==> src/rtl/ic_evt_pkg.sv <==
// Shared widths, register indices and the transaction-to-event table.
// Assumes transaction codes arrive already decoded into a 4-bit value.
package ic_evt_pkg;
    localparam int TXN_W  = 4;
    localparam int EVT_W  = 5;
    localparam int DATA_W = 32;
    localparam int IDX_W  = 5;
    localparam logic [1:0] SIZE_WORD = 2'd2;
    localparam logic [IDX_W-1:0] IDX_CTRL = 5'd0;
    localparam logic [IDX_W-1:0] IDX_OVF  = 5'd1;
    localparam int CFG_BASE = 8;
    localparam int VAL_BASE = 16;
    // config word field positions
    localparam int CFG_EN_BIT   = 0;
    localparam int CFG_EVT_LSB  = 8;
    localparam int CFG_ANY_BIT  = 16;
    localparam int CFG_PORT_LSB = 20;

    typedef enum logic [TXN_W-1:0] {
        TXN_RD_ONCE      = 4'd0,
        TXN_RD_CLEAN     = 4'd1,
        TXN_RD_SHARED    = 4'd2,
        TXN_RD_NSD       = 4'd3,
        TXN_RD_UNIQUE    = 4'd4,
        TXN_MK_UNIQUE    = 4'd5,
        TXN_CLN_UNIQUE   = 4'd6,
        TXN_CLN_INVALID  = 4'd7,
        TXN_CLN_SHARED   = 4'd8,
        TXN_MK_INVALID   = 4'd9,
        TXN_DVM          = 4'd10,
        TXN_SNOOP_DATA   = 4'd11
    } txn_e;

    // Map a transaction code to its event number; 0 means no event.
    function automatic logic [EVT_W-1:0] evt_of(input logic [TXN_W-1:0] code);
        logic [EVT_W-1:0] ev;
        case (code)
            TXN_RD_ONCE:                                           ev = 5'd3;
            TXN_RD_CLEAN, TXN_RD_SHARED, TXN_RD_NSD, TXN_RD_UNIQUE: ev = 5'd4;
            TXN_MK_UNIQUE, TXN_CLN_UNIQUE:                         ev = 5'd5;
            TXN_CLN_INVALID, TXN_CLN_SHARED, TXN_MK_INVALID:       ev = 5'd6;
            TXN_DVM:                                               ev = 5'd7;
            TXN_SNOOP_DATA:                                        ev = 5'd9;
            default:                                               ev = 5'd0;
        endcase
        return ev;
    endfunction
endpackage

==> src/rtl/ic_evt_lane_decode.sv <==
// Per-lane event decoder with debug-authentication gating.
// Purely combinational; one lane per upstream interface. A lane is
// reported only when it is valid, maps to a real event and its
// security attribute is permitted by the debug enables.
module ic_evt_lane_decode
    import ic_evt_pkg::*;
#(
    parameter int NUM_PORTS = 7
) (
    input  logic [NUM_PORTS-1:0]       lane_vld,
    input  logic [NUM_PORTS*TXN_W-1:0] lane_txn,
    input  logic [NUM_PORTS-1:0]       lane_sec,
    input  logic                       dbg_inv_en,
    input  logic                       dbg_sec_en,
    input  logic                       dbg_ns_en,
    output logic [NUM_PORTS-1:0]       ev_vld,
    output logic [NUM_PORTS*EVT_W-1:0] ev_num
);
    logic sec_ok;
    logic ns_ok;

    // Authentication terms shared by every lane.
    assign sec_ok = dbg_inv_en & dbg_sec_en;
    assign ns_ok  = dbg_inv_en & dbg_ns_en;

    for (genvar p = 0; p < NUM_PORTS; p++) begin : g_lane
        logic [EVT_W-1:0] num;
        // Table lookup for this lane.
        assign num = evt_of(lane_txn[p*TXN_W +: TXN_W]);
        assign ev_num[p*EVT_W +: EVT_W] = num;
        // Qualify with valid, non-null event and security permission.
        assign ev_vld[p] = lane_vld[p] && (num != '0)
                           && (lane_sec[p] ? sec_ok : ns_ok);
    end
endmodule

==> src/rtl/ic_evt_counter.sv <==
// One event counter: lane matching, multi-hit adder, sticky wrap flag.
// Assumes clr_all and ld are never both asserted. Priority of updates:
// clear-all, then load, then increment.
module ic_evt_counter
    import ic_evt_pkg::*;
#(
    parameter int NUM_PORTS = 7,
    parameter int CNT_W     = 32,
    parameter int PORT_W    = 3
) (
    input  logic                       clk,
    input  logic                       rst_n,
    input  logic                       run,
    input  logic [EVT_W-1:0]           sel_evt,
    input  logic                       sel_any,
    input  logic [PORT_W-1:0]          sel_port,
    input  logic [NUM_PORTS-1:0]       ev_vld,
    input  logic [NUM_PORTS*EVT_W-1:0] ev_num,
    input  logic                       clr_all,
    input  logic                       ld,
    input  logic [CNT_W-1:0]           ld_val,
    input  logic                       ovf_clr,
    output logic [CNT_W-1:0]           cnt,
    output logic                       ovf
);
    localparam int INC_W = $clog2(NUM_PORTS + 1);
    localparam int SUM_W = CNT_W + 1;

    logic [NUM_PORTS-1:0] hit;
    logic [INC_W-1:0]     inc;
    logic [SUM_W-1:0]     sum;
    logic                 wrap;

    for (genvar p = 0; p < NUM_PORTS; p++) begin : g_match
        // Lane p matches on event number and lane selection.
        assign hit[p] = ev_vld[p] && (ev_num[p*EVT_W +: EVT_W] == sel_evt)
                        && (sel_any || (sel_port == PORT_W'(p)));
    end

    // Count the matching lanes of this cycle.
    always_comb begin
        inc = '0;
        for (int p = 0; p < NUM_PORTS; p++) begin
            inc = inc + INC_W'(hit[p]);
        end
    end

    assign sum  = {1'b0, cnt} + SUM_W'(inc);
    assign wrap = run && sum[CNT_W];

    // Counter register update.
    always_ff @(posedge clk) begin
        if (!rst_n) begin
            cnt <= '0;
        end else if (clr_all) begin
            cnt <= '0;
        end else if (ld) begin
            cnt <= ld_val;
        end else if (run) begin
            cnt <= sum[CNT_W-1:0];
        end
    end

    // Sticky wrap flag; a wrap beats a clear in the same cycle.
    always_ff @(posedge clk) begin
        if (!rst_n) begin
            ovf <= 1'b0;
        end else if (wrap && !clr_all && !ld) begin
            ovf <= 1'b1;
        end else if (ovf_clr) begin
            ovf <= 1'b0;
        end
    end
endmodule

==> src/rtl/ic_evt_regs.sv <==
// Register file: control, flag, config and value access.
// Word accesses only; byte and halfword writes are dropped and such
// reads return zero. Read data is registered one cycle after request.
module ic_evt_regs
    import ic_evt_pkg::*;
#(
    parameter int NUM_CNT = 8,
    parameter int CNT_W   = 32,
    parameter int PORT_W  = 3
) (
    input  logic                     clk,
    input  logic                     rst_n,
    input  logic                     req,
    input  logic                     wr,
    input  logic [IDX_W-1:0]         idx,
    input  logic [1:0]               size,
    input  logic [DATA_W-1:0]        wdata,
    input  logic [NUM_CNT*CNT_W-1:0] cnt_flat,
    input  logic [NUM_CNT-1:0]       ovf,
    output logic                     glb_en,
    output logic                     clr_all,
    output logic [NUM_CNT-1:0]       cfg_en,
    output logic [NUM_CNT*EVT_W-1:0] cfg_evt,
    output logic [NUM_CNT-1:0]       cfg_any,
    output logic [NUM_CNT*PORT_W-1:0] cfg_port,
    output logic [NUM_CNT-1:0]       cnt_ld,
    output logic [NUM_CNT-1:0]       ovf_clr,
    output logic                     rvalid,
    output logic [DATA_W-1:0]        rdata
);
    logic              word_ok;
    logic              wr_ok;
    logic              rd_fire;
    logic [NUM_CNT-1:0] cfg_hit;
    logic [DATA_W-1:0] rd_mux;
    logic              unused_wdata;

    assign word_ok = (size == SIZE_WORD);
    assign wr_ok   = req && wr && word_ok;
    assign rd_fire = req && !wr;
    assign clr_all = wr_ok && (idx == IDX_CTRL) && wdata[1];
    assign ovf_clr = (wr_ok && (idx == IDX_OVF)) ? wdata[NUM_CNT-1:0] : '0;
    assign unused_wdata = ^wdata;

    for (genvar i = 0; i < NUM_CNT; i++) begin : g_dec
        // Per-counter write strobes for config and value.
        assign cfg_hit[i] = wr_ok && (idx == IDX_W'(CFG_BASE + i));
        assign cnt_ld[i]  = wr_ok && (idx == IDX_W'(VAL_BASE + i));
    end

    // Global enable bit of the control register.
    always_ff @(posedge clk) begin
        if (!rst_n) begin
            glb_en <= 1'b0;
        end else if (wr_ok && (idx == IDX_CTRL)) begin
            glb_en <= wdata[0];
        end
    end

    // Per-counter configuration fields.
    always_ff @(posedge clk) begin
        if (!rst_n) begin
            cfg_en   <= '0;
            cfg_evt  <= '0;
            cfg_any  <= '0;
            cfg_port <= '0;
        end else begin
            for (int i = 0; i < NUM_CNT; i++) begin
                if (cfg_hit[i]) begin
                    cfg_en[i]                     <= wdata[CFG_EN_BIT];
                    cfg_evt[i*EVT_W +: EVT_W]     <= wdata[CFG_EVT_LSB +: EVT_W];
                    cfg_any[i]                    <= wdata[CFG_ANY_BIT];
                    cfg_port[i*PORT_W +: PORT_W]  <= wdata[CFG_PORT_LSB +: PORT_W];
                end
            end
        end
    end

    // Read multiplexer; sub-word reads and unmapped indices give zero.
    always_comb begin
        rd_mux = '0;
        if (word_ok) begin
            if (idx == IDX_CTRL) begin
                rd_mux[0] = glb_en;
            end else if (idx == IDX_OVF) begin
                rd_mux = DATA_W'(ovf);
            end
            for (int i = 0; i < NUM_CNT; i++) begin
                if (idx == IDX_W'(CFG_BASE + i)) begin
                    rd_mux[CFG_EN_BIT]                = cfg_en[i];
                    rd_mux[CFG_EVT_LSB +: EVT_W]      = cfg_evt[i*EVT_W +: EVT_W];
                    rd_mux[CFG_ANY_BIT]               = cfg_any[i];
                    rd_mux[CFG_PORT_LSB +: PORT_W]    = cfg_port[i*PORT_W +: PORT_W];
                end
                if (idx == IDX_W'(VAL_BASE + i)) begin
                    rd_mux = DATA_W'(cnt_flat[i*CNT_W +: CNT_W]);
                end
            end
        end
    end

    // Registered read response.
    always_ff @(posedge clk) begin
        if (!rst_n) begin
            rvalid <= 1'b0;
            rdata  <= '0;
        end else begin
            rvalid <= rd_fire;
            rdata  <= rd_fire ? rd_mux : '0;
        end
    end
endmodule

==> src/rtl/ic_evt_monitor.sv <==
// Top: upstream event counter unit for a coherent interconnect.
// Assumes NUM_CNT <= 8 and CNT_W <= 32 so the register map fits the
// 5-bit index and 32-bit data path.
module ic_evt_monitor
    import ic_evt_pkg::*;
#(
    parameter int NUM_PORTS = 7,
    parameter int NUM_CNT   = 8,
    parameter int CNT_W     = 32
) (
    input  logic                       clk,
    input  logic                       rst_n,
    input  logic [NUM_PORTS-1:0]       up_vld,
    input  logic [NUM_PORTS*TXN_W-1:0] up_txn,
    input  logic [NUM_PORTS-1:0]       up_sec,
    input  logic                       dbg_inv_en,
    input  logic                       dbg_sec_en,
    input  logic                       dbg_ns_en,
    input  logic                       reg_req,
    input  logic                       reg_wr,
    input  logic [IDX_W-1:0]           reg_idx,
    input  logic [1:0]                 reg_size,
    input  logic [DATA_W-1:0]          reg_wdata,
    output logic                       reg_rvalid,
    output logic [DATA_W-1:0]          reg_rdata,
    output logic [NUM_CNT-1:0]         cnt_ovf
);
    localparam int PORT_W = (NUM_PORTS > 1) ? $clog2(NUM_PORTS) : 1;

    logic [NUM_PORTS-1:0]       ev_vld;
    logic [NUM_PORTS*EVT_W-1:0] ev_num;
    logic                       glb_en;
    logic                       clr_all;
    logic [NUM_CNT-1:0]         cfg_en;
    logic [NUM_CNT*EVT_W-1:0]   cfg_evt;
    logic [NUM_CNT-1:0]         cfg_any;
    logic [NUM_CNT*PORT_W-1:0]  cfg_port;
    logic [NUM_CNT-1:0]         cnt_ld;
    logic [NUM_CNT-1:0]         ovf_clr;
    logic [NUM_CNT*CNT_W-1:0]   cnt_flat;

    ic_evt_lane_decode #(.NUM_PORTS(NUM_PORTS)) u_dec (
        .lane_vld   (up_vld),
        .lane_txn   (up_txn),
        .lane_sec   (up_sec),
        .dbg_inv_en (dbg_inv_en),
        .dbg_sec_en (dbg_sec_en),
        .dbg_ns_en  (dbg_ns_en),
        .ev_vld     (ev_vld),
        .ev_num     (ev_num)
    );

    ic_evt_regs #(.NUM_CNT(NUM_CNT), .CNT_W(CNT_W), .PORT_W(PORT_W)) u_regs (
        .clk      (clk),
        .rst_n    (rst_n),
        .req      (reg_req),
        .wr       (reg_wr),
        .idx      (reg_idx),
        .size     (reg_size),
        .wdata    (reg_wdata),
        .cnt_flat (cnt_flat),
        .ovf      (cnt_ovf),
        .glb_en   (glb_en),
        .clr_all  (clr_all),
        .cfg_en   (cfg_en),
        .cfg_evt  (cfg_evt),
        .cfg_any  (cfg_any),
        .cfg_port (cfg_port),
        .cnt_ld   (cnt_ld),
        .ovf_clr  (ovf_clr),
        .rvalid   (reg_rvalid),
        .rdata    (reg_rdata)
    );

    for (genvar i = 0; i < NUM_CNT; i++) begin : g_cnt
        ic_evt_counter #(.NUM_PORTS(NUM_PORTS), .CNT_W(CNT_W), .PORT_W(PORT_W)) u_cnt (
            .clk      (clk),
            .rst_n    (rst_n),
            .run      (glb_en && cfg_en[i]),
            .sel_evt  (cfg_evt[i*EVT_W +: EVT_W]),
            .sel_any  (cfg_any[i]),
            .sel_port (cfg_port[i*PORT_W +: PORT_W]),
            .ev_vld   (ev_vld),
            .ev_num   (ev_num),
            .clr_all  (clr_all),
            .ld       (cnt_ld[i]),
            .ld_val   (reg_wdata[CNT_W-1:0]),
            .ovf_clr  (ovf_clr[i]),
            .cnt      (cnt_flat[i*CNT_W +: CNT_W]),
            .ovf      (cnt_ovf[i])
        );
    end
endmodule

==> config.mk <==
export PLATFORM = sky130hd
export DESIGN_NAME = ic_evt_monitor
export DESIGN_NICKNAME = d
export VERILOG_FILES = /design/src/rtl/ic_evt_pkg.sv /design/src/rtl/ic_evt_lane_decode.sv /design/src/rtl/ic_evt_counter.sv /design/src/rtl/ic_evt_regs.sv /design/src/rtl/ic_evt_monitor.sv
export SDC_FILE = /design/constraint.sdc
export NUM_CORES = 2
export LEC_CHECK = 0
export ABC_CLOCK_PERIOD_IN_PS = 8100
export CAP_MARGIN = 25
export CORE_ASPECT_RATIO = 2
export CORE_MARGIN = 4
export CORE_UTILIZATION = 49
export DETAILED_ROUTE_END_ITERATION = 16
export PLACE_DENSITY = 0.67
export SYNTH_ARGS = -nofsm -noshare
export SYNTH_HDL_FRONTEND = slang
export SYNTH_SLANG_ARGS = --single-unit
==> constraint.sdc <==
create_clock -name clk -period 8.1 [get_ports clk]
set_clock_uncertainty 0.1 [all_clocks]
set_input_delay 1.215 -clock clk [delete_from_list [all_inputs] [get_ports clk]]
set_output_delay 1.215 -clock clk [all_outputs]
set_load 0.01 [all_outputs]
==> out/qor.csv <==
metric,value,unit
Setup crit end kind,flip-flop,
critical path peak fanout,8,
RSZ-0062 raised after global routing,no,
Leakage,10.47,nW
CTS Buf Count,38,
maximum VDD drop,0.0001498,V
CP Class,in2reg,
# fillers,4991,
ys async rst share,0,%
Final Hold Vio Count,0,
Final Max Slew Viols,0,
synth unique cells,83,
cell depth of the worst flop-to-flop path,21,
first-pass GRT wire length,165.3,mm
synthesized area,0.02629,mm^2
# IOs,129,
H-tree Lvls,2,
CTS tree,built,
drt wl/cell,28.25,um
total core area,0.05286,mm^2
RePlAce Congestion,1.019,
synth-to-layout area growth,11.88,%
Routed WL,113.8,mm
flop and latch count out of synthesis,378,
Synthesized Nets,3519,
switching share of power,27.00,%
Initial Util,49.74,%
drt pass-1 iters,9,
Psw,1.158,mW
Num Clock Sinks,378,
largest net degree at the start of global routing,93,
"Hold-fix buffers, CTS",0,
number of global-route vias before repair,25677,
met1 usage,41.08,%
Max-Cap Viols,0,
clk slew on worst S/H paths,0.07,ns
Hold Path Depth,2,
root buf cell,clkbuf_16,
post-CTS setup buffer count,0,
Cells after Synth,3330,
syn_area_per_cell,7.896,um^2
total number of vias,26497,
CP required,8.49,ns
post-CTS sizing,0,
internal power,3.131,mW
Clock Path Buffers,3,
CP arrival,7.41,ns
top cell type's share of synthesized area,28.78,%
Comb power frac,10.9,%
post-DP HPWL,83.97,mm
antenna violations before repair,3,
Slew @ Worst Pin,1.146,ns
highest-delay cell along the critical path,a31oi_2,
number of remaining DRC errors,0,
R2R setup slack,2.40,ns
die height,335.6,um
Hold Crit Start,g_cnt[5].u_cnt.ovf$_SDFFE_PN0P_,
Final ANT Viol Nets,0,
Clk pwr share,45.5,%
share of cells above drive strength 1,6.579,%
crit-path cells,"clkdlybuf4s50_1, inv_1, ha_1, a21oi_1, a31oi_2, xor2_1, nand4_1, nor3_1, ha_1, inv_1, fa_1, fa_1, inv_1, ha_1, fa_1, xor2_1, ha_1, a211o_1, o211ai_1, nor3_1, nand4_1, xor2_1, a21oi_1",
setup TNS,0,ns
Die W,171.8,um
synth warn,0,
Port Buffer Count,128,
worst-skew pair later-pin latency,0.57,ns
Reg power frac,43.5,%
sequential share of the synthesized area,28.78,%
Main synth FF type,dfxtp_1,
outcome,"finished, final reports clean",
die area,0.05765,mm^2
CP most frequent cell,ha_1,
R2R Path End,g_cnt[7].u_cnt.cnt[30]$_SDFFE_PP0P_,
Yosys top cell by area,dfxtp_1,
worst hold path class,reg2reg,
setup violators final,0,
gr busiest metal,met2,
power per standard cell area,145.8,mW/mm^2
M2 GR Usage,61.71,%
"Period Utilization, post-route",86.61,%
Fmax,142.6,MHz
FP Rows,119,
Final Total Pwr,4.289,mW
DRT iter0 DRCs,2632,
DR vias/cell,6.580,
post-route minimum period,7.015,ns
Worst slew margin,23.32,%
Worst path max stage delay,0.81,ns
gr ovfl total,0,
Final nets,3519,
synth top area cells,"dfxtp_1, xor2_1, xnor2_1, a21oi_1, o21ai_0",
M3 GR Usage,6.078,%
number of synthesized flops with an enable pin,0,
crit start category,primary input,
all-layer global routing usage,38.24,%
Worst Hold Endpoint,g_cnt[5].u_cnt.ovf$_SDFFE_PN0P_,
r2r startpoint,u_regs.cfg_port[22]$_SDFFE_PN0P_,
==> critical path, delay by kind of cell <==
| kind | cells | cell delay, ns |
|---|---|---|
| AOI/OAI and AO/OA | 5 | 1.38 |
| xor gates and xnor gates | 3 | 0.76 |
| adders and majority gates | 7 | 2.28 |
| buffers and inverters | 4 | 0.69 |
| and+or+nand+nor | 4 | 1.07 |
==> metrics by stage <==
stage / cell area [um^2] / hold slack [ns] / instances / utilization [%] / worst slack [ns]
final: 29420 / 0.4126 / 4027 / 55.65 / 1.085
after global routing: 29410 / 0.4342 / 4024 / 55.64 / 0.7135
after CTS: 29320 / 0.4081 / 4019 / 55.47 / 1.161
after detailed placement: 28000 / 0.4000 / 3950 / 52.97 / 0.5761
after global placement: 27960 / 0.3875 / 3947 / 52.91 / 0.6965
after floorplan: 26290 / 0.3523 / 3330 / - / 1.740
==> state kept, by name (all words and copies together) (netlist names) <==
signal / count
g_cnt.u_cnt.ovf: 8
u_regs.cfg_en: 8
u_regs.cfg_port: 24
u_regs.glb_en: 1
u_regs.rvalid: 1
u_regs.rdata: 32
g_cnt.u_cnt.cnt: 256
u_regs.cfg_any: 8
u_regs.cfg_evt: 40
==> cell families (layout without fill, tap and decap cells) <==
| group | after synthesis | in the layout | share of synthesized area [%] |
|---|---|---|---|
| simple gates | 1082 | 1082 | 20.70 |
| compound gates | 902 | 902 | 21.51 |
| xor+xnor | 471 | 471 | 15.69 |
| flops | 378 | 378 | 28.78 |
| buf+inv | 346 | 375 | 5.249 |
| fa+ha+maj | 101 | 101 | 5.720 |
| mux | 50 | 50 | 2.356 |
| other cells | 0 | 3 | 0 |
==> power by group through the flow <==
| stage | clock [mW] | combinational [mW] | sequential (mW) |
|---|---|---|---|
| 6_report | 1.95 | 0.468 | 1.87 |
| 5_1_grt | 2.02 | 0.484 | 1.87 |
| 4_1_cts | 1.96 | 0.450 | 1.87 |
| 3_5_place_dp | 0 | 0.448 | 1.91 |
| 3_3_place_gp | 0 | 0.440 | 1.91 |
| 2_1_floorplan | 0 | 0.233 | 1.91 |
==> final cells by class <==
| class | count | area, um^2 | share of cell area (%) |
|---|---|---|---|
| multi-input cells | 2606 | 17390 | 59.11 |
| flip-flops and latches | 378 | 7567 | 25.72 |
| repair buffers | 209 | 1932 | 6.567 |
| clock buffers | 49 | 1054 | 3.581 |
| well taps | 665 | 832.0 | 2.828 |
| inverters | 97 | 364.1 | 1.238 |
| clock inverters | 20 | 271.5 | 0.9230 |
| diodes | 3 | 7.507 | 0.02552 |
==> worst max path at each step <==
stage | from | to | slack (ns)
global route | up_txn[5] | g_cnt[6].u_cnt.cnt[27]$_SDFFE_PP0P_ | 0.71
global placement | up_txn[5] | g_cnt[6].u_cnt.cnt[27]$_SDFFE_PP0P_ | 0.70
floorplan | up_txn[1] | g_cnt[1].u_cnt.cnt[20]$_SDFFE_PP0P_ | 1.74
finish | up_txn[5] | g_cnt[5].u_cnt.cnt[27]$_SDFFE_PP0P_ | 1.08
CTS | up_txn[5] | g_cnt[0].u_cnt.cnt[20]$_SDFFE_PP0P_ | 1.16
detailed placement | up_txn[5] | g_cnt[0].u_cnt.cnt[20]$_SDFFE_PP0P_ | 0.58
==> placed cells by master (no fill, tap or decap), drive strengths merged, types with 54 or more instances in the layout <==
master           n
nand2          308
a21boi          86
xnor2          189
a211oi         101
a31oi           54
nand3          166
a21oi          251
o21ai          246
nor2           240
clkdlybuf4s50  124
ha              69
nand4           92
inv             98
dfxtp          378
buf             84
nor3            80
xor2           282
==> cells in the mapped netlist (9+ instances only) <==
cell type and count:
o21a_1 10, a31oi_1 52, a21o_1 9, fa_1 32, buf_2 35, and2_1 15, nand2_1 306, a21oi_1 250
nand3b_1 9, o221ai_1 31, o21ai_0 232, a22oi_1 25, xnor2_1 189, dfxtp_1 378, o22ai_1 10, nor2b_1 16
nand2b_1 9, and3_1 43, nand4_1 89, o21ai_1 10, a21boi_0 86, nand3_1 165, mux2i_1 36, buf_1 54
inv_1 95, nor3_1 76, a211oi_1 101, clkbuf_1 150, a221o_1 17, a221oi_1 17, buf_4 10, xor2_1 282
mux4_2 9, nor2_1 234, a22o_1 11, nor4_1 24, ha_1 69, or4_1 9, and4_1 29
==> metal layers <==
layer,vias up,wire length [um]
met5,-,0
met4,0,15100
met1,12336,38400
met3,630,8615
li1,11913,-
met2,1618,51640
No activity file was read; power rests on OpenSTA's default activity.
